$ cat src/rtl/rescan_pkg.sv
// Shared definitions for the re-encoded scan register.
// Assumes: a mode value of 1 selects the masked (system) encoding.
package rescan_pkg;
    typedef enum logic {
        ENC_PLAIN  = 1'b0,
        ENC_MASKED = 1'b1
    } enc_mode_e;
endpackage

$ cat src/rtl/rescan_mode_reg.sv
// Holds the encoding that applies to the bits currently stored in the stages.
// Assumes: the stages write their next value in the encoding named by the
// mode input, so this register always lags that input by exactly one edge.
module rescan_mode_reg
    import rescan_pkg::*;
(
    input  logic      clk,
    input  logic      rst_n,
    input  logic      mode_nxt,
    output enc_mode_e mode_cur
);
    // Track the encoding of the word written on each edge.
    always_ff @(posedge clk) begin
        if (!rst_n) mode_cur <= ENC_PLAIN;
        else        mode_cur <= enc_mode_e'(mode_nxt);
    end
endmodule

$ cat src/rtl/rescan_stage.sv
// One stage of the scan register: capture/shift mux followed by an optional
// inverter that applies the system-mode encoding before the flip-flop.
// Assumes: shift_d and cap_d are logical (decoded) values.
module rescan_stage #(
    parameter bit INV = 1'b0
) (
    input  logic clk,
    input  logic rst_n,
    input  logic scan_en,
    input  logic shift_d,
    input  logic cap_d,
    input  logic mode_cur,
    input  logic mode_nxt,
    output logic q
);
    logic d_logic;
    logic d_enc;

    // Pick shift data or capture data, both in logical form.
    always_comb d_logic = scan_en ? shift_d : cap_d;

    // Encode for the mode in force after this edge.
    always_comb d_enc = d_logic ^ (INV & mode_nxt);

    // Store the encoded bit; reset gives a logical zero in plain encoding.
    always_ff @(posedge clk) begin
        if (!rst_n) q <= 1'b0;
        else        q <= d_enc;
    end

    generate
        if (INV) begin : g_inv_chk

            masked_store_inverted_chk: assert property (@(posedge clk) disable iff (!rst_n)
                ($past(rst_n) && $past(scan_en) && mode_cur) |-> (q == !$past(shift_d)));
        end else begin : g_true_chk

            true_store_chk: assert property (@(posedge clk) disable iff (!rst_n)
                ($past(rst_n) && $past(scan_en)) |-> (q == $past(shift_d)));
        end
    endgenerate


    plain_capture_chk: assert property (@(posedge clk) disable iff (!rst_n)
        ($past(rst_n) && !$past(scan_en) && !mode_cur) |-> (q == $past(cap_d)));
endmodule

$ cat src/rtl/rescan_reg.sv
// Scan shift register with mode-dependent state encoding. In plain mode the
// stages hold logical bits; in masked mode stages flagged in ENC_MASK hold
// inverted bits. Serial and capture behaviour are identical in both modes.
// Assumes: ENC_MASK[STAGES-1] is 0 so the last stage drives scan_out unaltered.
module rescan_reg #(
    parameter int                STAGES   = 3,
    parameter logic [STAGES-1:0] ENC_MASK = 3'b011
) (
    input  logic              clk,
    input  logic              rst_n,
    input  logic              sys_mode,
    input  logic              scan_en,
    input  logic              scan_in,
    input  logic [STAGES-1:0] cap_data,
    output logic              scan_out,
    output logic [STAGES-1:0] state_out
);
    import rescan_pkg::*;

    localparam int LAST = STAGES - 1;

    enc_mode_e         mode_cur;
    logic [STAGES-1:0] raw;
    logic [STAGES-1:0] logical;
    logic [STAGES-1:0] shift_src;

    rescan_mode_reg u_mode (
        .clk     (clk),
        .rst_n   (rst_n),
        .mode_nxt(sys_mode),
        .mode_cur(mode_cur)
    );

    // Undo the stored encoding to obtain the logical state.
    always_comb logical = raw ^ ((mode_cur == ENC_MASKED) ? ENC_MASK : '0);

    genvar i;
    generate
        for (i = 0; i < STAGES; i++) begin : g_stage
            if (i == 0) begin : g_head
                // First stage shifts from the serial input.
                assign shift_src[i] = scan_in;
            end else begin : g_body
                // Later stages shift from the decoded previous stage.
                assign shift_src[i] = logical[i-1];
            end
            rescan_stage #(.INV(ENC_MASK[i])) u_stage (
                .clk     (clk),
                .rst_n   (rst_n),
                .scan_en (scan_en),
                .shift_d (shift_src[i]),
                .cap_d   (cap_data[i]),
                .mode_cur(mode_cur),
                .mode_nxt(sys_mode),
                .q       (raw[i])
            );
        end
    endgenerate

    // Serial output straight from the last stage (stored true).
    always_comb scan_out = raw[LAST];
    // Parallel readout in logical form.
    always_comb state_out = logical;


    shift_order_chk: assert property (@(posedge clk) disable iff (!rst_n)
        ($past(rst_n) && $past(scan_en)) |->
        (state_out == {$past(state_out[STAGES-2:0]), $past(scan_in)}));

    capture_load_chk: assert property (@(posedge clk) disable iff (!rst_n)
        ($past(rst_n) && !$past(scan_en)) |-> (state_out == $past(cap_data)));

    serial_follow_chk: assert property (@(posedge clk) disable iff (!rst_n)
        ($past(rst_n) && $past(scan_en)) |-> (scan_out == $past(state_out[STAGES-2])));

    out_matches_state_chk: assert property (@(posedge clk) disable iff (!rst_n)
        scan_out == state_out[LAST]);
endmodule

$ cat config.mk
export PLATFORM = sky130hd
export DESIGN_NAME = rescan_reg
export DESIGN_NICKNAME = d
export VERILOG_FILES = /design/src/rtl/rescan_pkg.sv /design/src/rtl/rescan_mode_reg.sv /design/src/rtl/rescan_stage.sv /design/src/rtl/rescan_reg.sv
export SDC_FILE = /design/constraint.sdc
export NUM_CORES = 1
export LEC_CHECK = 0
export ABC_AREA = 1
export BUFFER_PORTS_ARGS = -buffer_cell sky130_fd_sc_hd__buf_2
export CELL_PAD_IN_SITES_DETAIL_PLACEMENT = 1
export CELL_PAD_IN_SITES_GLOBAL_PLACEMENT = 1
export CORE_AREA = 8 8 45 47
export DETAILED_ROUTE_END_ITERATION = 8
export DIE_AREA = 0 0 53 55
export GPL_ROUTABILITY_DRIVEN = 0
export PLACE_DENSITY = 0.57
export SLEW_MARGIN = 20
export SYNTH_ARGS = -nofsm -noshare
export SYNTH_HDL_FRONTEND = slang
export SYNTH_SLANG_ARGS = --single-unit
$ cat constraint.sdc
create_clock -name clk -period 0.8 [get_ports clk]
set_input_delay 0.12 -clock clk [delete_from_list [all_inputs] [get_ports clk]]
set_output_delay 0.12 -clock clk [all_outputs]
set_load 0.005 [all_outputs]
==> results of run 1 <==
==> logic make-up after synthesis <==
group / count (synthesis)
AO/OA/AOI/OAI: 5
buffers and inverters: 9
flip-flops: 4
XOR/XNOR: 1
AND/OR/NAND/NOR: 12
==> path summary, 6_finish.rpt <==
check	start	endpoint	slack (ns)	cells past startpoint
min reg2reg	g_stage[1].u_stage.q	g_stage[2].u_stage.q	0.62	3
max reg2reg	u_mode.mode_cur	g_stage[1].u_stage.q	-0.10	6
max	u_mode.mode_cur	state_out[0]	-0.23	3
min	sys_mode	g_stage[0].u_stage.q	0.12	2
==> report_power, final <==
part / switching (W) / internal (W)
Sequential: 0.0000111 / 0.000217
Clock: 0.0000751 / 0.000167
Combinational: 0.0000573 / 0.0000680
Total: 0.000143 / 0.000452
==> routing by layer <==
| metal | wire length [um] | vias up | global-route usage [%] |
|---|---|---|---|
| met5 | 0 | - | 0 |
| met4 | 0 | 0 | 5.17 |
| met3 | 36 | 0 | 1.60 |
| met2 | 300 | 8 | 7.62 |
| met1 | 235 | 104 | 4.41 |
| li1 | - | 115 | - |
==> layout by cell type (no fill, tap or decap) <==
cell type	count
dfxtp_1	1
inv_1	5
xor2_2	1
o21bai_1	1
o21ai_1	1
o21ai_0	1
dfxtp_2	2
a21oi_2	1
nand2_1	6
clkbuf_4	3
and2_4	1
dfxtp_4	1
inv_2	1
nand3_2	2
nor2_1	1
nand2_2	2
buf_2	10
a21oi_1	1
buf_4	1
buf_6	1
==> state kept, by name (all words and copies together), names as in the netlist <==
register	count
g_stage.u_stage.q	3
u_mode.mode_cur	1
==> area by class of cell <==
cell class	count	area [sq um]	area share (%)
Inverter	6	22.5	6.72
Clock buffer	3	22.5	6.72
Tap cell	16	20.0	5.97
Multi-Input combinational cell	18	115	34.3
Timing Repair Buffer	12	68.8	20.5
Sequential cell	4	86.3	25.7
==> per-stage QoR <==
stage | instance area, sq um | std cells
floorplan | 230 | 31
global placement | 283 | 55
global route | 335 | 59
finish | 335 | 59
CTS | 334 | 59
detailed placement | 283 | 55
==> what timing repair did <==
item,CTS,global route
buffers inserted,1,0
gates resized for setup,5,1
pin swaps,1,0
endpoints found under the setup margin,3,6
==> flow_summary_export.csv, run 1 <==
group,metric,value,unit
synth,ys_seq_elements,4,
synth,ys_dominant_reg_cell,"dfxtp_1",
worst_setup_path,cp_cell_sequence,"nand2_2 -> and2_4 -> buf_6",
synth,synth-xor-area-share,3.89,%
synth,synth_async_sr_flop_share,0,%
layout,drive_gt1_share,60.5,%
synth,syn_nets,39,
timing,setup_violations,3,
clock_tree,clkSlewWorstSetupHoldPaths,0.04,ns
timing,whs,0.117,ns
clock_tree,clock_latency,0.23,ns
worst_setup_path,cp_slowest_cell,"dfxtp_4",
synth,synth_warnings,0,
power,leakagePower,0.185,nW
timing,hold_viol,0,
synth,netlist_area,225,sq um
worst_setup_path,crit_type,"flip-flop to output port",
clock_tree,cts_root_buffer,"clkbuf_4",
timing,min_period,1.03,ns
synth,synth_compound_area_share,12.2,%
global_route,antenna_found_initial,0,
die,num_rows,14,
worst_setup_path,cp_slowest_stage_delay,0.36,ns
detailed_routing,initialDrtViolationCount,5,
synth,synth_largest_area_cell,"dfxtp_1",
place,port_buffers,11,
power,p_per_area,1780,nW/um^2
timing,tns,-0.535,ns
worst_setup_path,critical_path.top_delay_family,"flip-flops",
clock_tree,cts_buffers,3,
global_route,grt_pass1_wl,966,um
global_route,grtUsageTotal,4.70,%
clock_tree,cts_tree,"done",
die,die-area,2920,sq um
die,die_h,55,um
outcome,status,"complete, but fails checks",
synth,synth.most_common_cell,"nand2_1",
timing,tightest_slew,0.137,ns
worst_setup_path,crit_fanout,3,
detailed_routing,route.detailed.drc,0,
synth,netlist_top_cells_count,"7 x nand2_1, 6 x inv_1, 4 x dfxtp_1",
detailed_routing,drtAntennaViolNets,0,
timing,fin_worst_skew,0.00137,ns
die,ios,12,
layout,area_delta_synth_final,48.9,%
clock_tree,h-tree-depth,1,
synth,muxShareOfSynthArea,0,%
synth,synth_fa_ha_area_share,0,%
synth,synth-edff-count,0,
detailed_routing,wl,572,um
min_path,min_path_type,"input port to flip-flop",
clock_tree,clock-sinks,4,
clock_tree,clockBufferDepth,2,
synth,synth_cell_types,13,
synth,yosys.area_share.simple,28.3,%
timing,post-route-period-util,128,%
layout,fillCellCount,180,
timing,drv_slew,0,
power,irDropWorstVdd,314,uV
synth,synth_top_area_share,35.6,%
layout,nets,53,
worst_setup_path,cp-start-kind,"flip-flop",
detailed_routing,wl_per_cell,9.69,um
die,start_util,16.3,%
place,place_ws,-0.0365,ns
worst_setup_path,arrival,0.91,ns
worst_setup_path,cp_num_buf_inv,1,
synth,synth_top_family_by_area,"simple AND/OR/NAND/NOR gates",
detailed_routing,drt_pass1_iterations,2,
job,maxCapViolCount,0,
power,design_power_total,0.000595,W
global_route,grt_max_degree,5,
layout,fin_util,24.2,%
synth,syn_area_per_cell,7.27,sq um
die,core,1380,sq um
worst_setup_path,worstPathRequired,0.68,ns
timing,maxSlewHeadroom,90.9,%
detailed_routing,dr_total_vias,227,
synth,synth_cells,31,
clock_tree,ctsHoldBuffers,0,
outcome,violations,"negative setup slack",
detailed_routing,routed_via_density,3.85,
synth,synth_area_leaders,"dfxtp_1 36%, nand2_1 12%, buf_4 10%",
layout,diodes,0,
timing,rsz0062_at_grt,"true",
synth,ys_seq_area_share,35.6,%
die,die_w,53,um
worst_setup_path,crit_path_end_kind,"output port",
timing,clock.fmax,973,MHz
timing,setup_slack,-0.228,ns
global_route,grt_pass1_vias,260,
global_route,overflow,0,
No activity file was read; power rests on OpenSTA's default activity.
==> run 2, diff against run 1 <==
--- a/config.mk
+++ b/config.mk
@@ -5,7 +5,6 @@
 export SDC_FILE = /design/constraint.sdc
 export NUM_CORES = 1
 export LEC_CHECK = 0
-export ABC_AREA = 1
 export BUFFER_PORTS_ARGS = -buffer_cell sky130_fd_sc_hd__buf_2
 export CELL_PAD_IN_SITES_DETAIL_PLACEMENT = 1
 export CELL_PAD_IN_SITES_GLOBAL_PLACEMENT = 1
@@ -13,7 +12,7 @@
 export DETAILED_ROUTE_END_ITERATION = 8
 export DIE_AREA = 0 0 53 55
 export GPL_ROUTABILITY_DRIVEN = 0
-export PLACE_DENSITY = 0.57
+export PLACE_DENSITY = 0.54
 export SLEW_MARGIN = 20
 export SYNTH_ARGS = -nofsm -noshare
 export SYNTH_HDL_FRONTEND = slang
==> run 2 against run 1 <==
  * Non-clock buffer count stayed put
  * Largest cell class unchanged
  * Critical path depth is 1 higher
  * The flow still finishes with violations (negative setup slack)
  * Sequential power hardly changed
  * First-iteration DRC count is 60% lower
  * Routed wire length is 13% lower
  * Final cell count is 14% lower
  * Clock skew is 0.0021 ns higher
  * Critical endpoint is now g_stage[1].u_stage.q
==> flow_summary_export.csv, run 2 <==
group,metric,value,unit
synth,synth_warnings,0,
detailed_routing,wl_met3,56,um
worst_setup_path,arrival,1.20,ns
die,ios,12,
global_route,grt_pass1_wl,807,um
clock_tree,clock-sinks,4,
outcome,violations,"negative setup slack",
synth,ys_dominant_reg_cell,"dfxtp_1",
min_path,min_path_type,"input port to flip-flop",
worst_setup_path,crit_fanout,2,
power,irDropWorstVdd,389,uV
timing,drv_slew,0,
synth,ys_seq_area_share,37.9,%
synth,syn_nets,31,
layout,area_delta_synth_final,49.1,%
timing,setup_slack,-0.235,ns
timing,whs,0.135,ns
clock_tree,clock_latency,0.23,ns
worst_setup_path,r2r_end,"g_stage[1].u_stage.q",
timing,tightest_slew,0.188,ns
detailed_routing,m1WireLength,206,um
synth,ys_seq_elements,4,
layout,final_common_cell,"buf_2",
min_path,holdPathEnd,"u_mode.mode_cur",
global_route,grtUsageTotal,4.10,%
outcome,status,"complete, but fails checks",
place,port_buffers,11,
die,num_rows,14,
timing,clock.fmax,966,MHz
layout,nets,45,
detailed_routing,drtAntennaViolNets,0,
timing,setup_violations,4,
global_route,antenna_found_initial,0,
job,maxCapViolCount,0,
detailed_routing,drt_pass1_iterations,2,
detailed_routing,initialDrtViolationCount,2,
power,power_switching,0.000136,W
timing,fin_worst_skew,0.00343,ns
layout,most-common-layout-cells,"11 x buf_2, 3 x nor2_1, 3 x clkbuf_4, 3 x dfxtp_1",
detailed_routing,wl,498,um
synth,synth.most_common_cell,"dfxtp_1",
worst_setup_path,crit_path_end_kind,"flip-flop",
power,p_per_area,1890,nW/um^2
detailed_routing,topRoutingLayerUsed,"met3",
synth,synth_async_sr_flop_share,0,%
synth,synth_cells,23,
clock_tree,clkSlewWorstSetupHoldPaths,0.04,ns
worst_setup_path,cp-start-kind,"flip-flop",
detailed_routing,wl_per_cell,9.76,um
worst_setup_path,worst-r2r-setup-slack,-0.24,ns
die,die-area,2920,sq um
power,swShare,22.9,%
power,leakagePower,0.156,nW
synth,synth_area_leaders,"dfxtp_1 38%, buf_4 11%, xnor2_1 8.3%",
detailed_routing,dr_wl_met2,234,um
clock_tree,cts_buffers,3,
die,core,1380,sq um
clock_tree,cts_tree,"done",
synth,synth_cell_types,13,
synth,synth_largest_area_cell,"dfxtp_1",
synth,netlist_top_cells_count,"4 x dfxtp_1, 3 x buf_4, 3 x nor2_1",
die,die_h,55,um
power,p_int,0.000459,W
synth,syn_area_per_cell,9.19,sq um
power,p_clk_share,40.1,%
timing,min_period,1.04,ns
synth,synth_top_area_share,37.9,%
detailed_routing,routed_via_density,3.63,
clock_tree,clockBufferDepth,2,
worst_setup_path,reg2reg_depth,4,
power,seqPwrFrac,38.6,%
worst_setup_path,worstPathRequired,0.97,ns
global_route,grt_pass1_vias,224,
synth,netlist_area,211,sq um
layout,drive_gt1_share,57.1,%
timing,rsz0062_at_grt,"true",
global_route,overflow,0,
synth,synth-edff-count,0,
die,die_w,53,um
clock_tree,cts_root_buffer,"clkbuf_4",
timing,hold_viol,0,
min_path,min_from,"rst_n",
clock_tree,ctsHoldBuffers,0,
min_path,whs_path_depth,2,
layout,diodes,0,
die,start_util,15.3,%
timing,post-route-period-util,129,%
layout,largestRegisters,"g_stage.u_stage.q x3, u_mode.mode_cur x1",
worst_setup_path,crit_type,"flip-flop to flip-flop",
detailed_routing,dr_total_vias,185,
timing,maxSlewHeadroom,87.1,%
power,comb_power_share,21.3,%
power,design_power_total,0.000595,W
detailed_routing,route.detailed.drc,0,
worst_setup_path,r2r-start,"u_mode.mode_cur",
global_route,grt_max_degree,7,
layout,regMostFlops,"g_stage.u_stage.q",
layout,largest_reg_flops,3,
clock_tree,h-tree-depth,1,
run 2: cell types whose count changed after synthesis, sizes merged, moves of 2 or more:
cell / delta
a21oi: -2
nand2: -8
xnor2: +2
nor2: +2
o21ai: -2
nand3: -2
inv: -4
run 2: through the flow:
stage | std cells | utilization, % | setup WS, ns | instance area, sq um | setup TNS [ns]
5_1_grt | 51 | 22.8 | -0.279 | 315 | -0.908
3_3_place_gp | 47 | 19.7 | -0.105 | 273 | -0.292
6_report | 51 | 22.8 | -0.235 | 315 | -0.676
4_1_cts | 51 | 22.4 | -0.246 | 310 | -0.765
3_5_place_dp | 47 | 19.7 | -0.123 | 273 | -0.303
2_1_floorplan | 23 | - | -0.0742 | 220 | -0.0742
run 2: power groups by stage:
stage                     clock, W  combinational [W]  sequential (W)
after floorplan                  0          0.0000835        0.000231
after global placement           0           0.000116        0.000230
after detailed placement         0           0.000116        0.000231
after CTS                 0.000253           0.000128        0.000230
after global routing      0.000258           0.000144        0.000231
final                     0.000239           0.000127        0.000230
run 2: worst max-delay path, cell delays in order (launching register included):
cell and delay (ns):
dfxtp_2 0.33, xnor2_2 0.14, buf_4 0.14, a211o_1 0.26, a21boi_2 0.11
run 2: cell type report:
| class | count | area, sq um |
|---|---|---|
| repair buffers | 12 | 62.6 |
| flip-flops and latches | 4 | 81.3 |
| inverters | 2 | 7.51 |
| multi-input cells | 14 | 121 |
| fillers | 172 | 1070 |
| clock buffers | 3 | 22.5 |
| well taps | 16 | 20.0 |
run 2: what timing repair did:
action                                  CTS  global route
gates resized for setup                   1             1
endpoints found under the setup margin    4             4
setup buffers                             1             0
pin swaps                                 2             0
run 2: kinds of logic (layout without fill, tap and decap cells):
| logic type | Yosys count | count (layout) | share of synthesized area, % |
|---|---|---|---|
| AOI/OAI and AO/OA | 3 | 3 | 13.0 |
| xor gates and xnor gates | 3 | 3 | 12.4 |
| buffers and inverters | 5 | 17 | 14.2 |
| DFF | 4 | 4 | 37.9 |
| muxes | 1 | 1 | 4.73 |
| and+or+nand+nor | 7 | 7 | 17.8 |
run 2: how the worst max path moves through the flow:
stage,from,to,slack (ns),depth (start not counted)
final,u_mode.mode_cur,g_stage[1].u_stage.q,-0.24,4
after global routing,u_mode.mode_cur,g_stage[1].u_stage.q,-0.28,4
after CTS,u_mode.mode_cur,g_stage[1].u_stage.q,-0.25,4
after detailed placement,u_mode.mode_cur,g_stage[1].u_stage.q,-0.12,3
after global placement,u_mode.mode_cur,g_stage[1].u_stage.q,-0.11,3
after floorplan,u_mode.mode_cur,g_stage[1].u_stage.q,-0.07,3
run 2: per-layer routing:
metal / vias to the layer above / global-route usage (%)
li1: 95 / -
met1: 81 / 3.96
met3: 0 / 2.14
met5: - / 0
met4: 0 / 6.47
met2: 9 / 5.08
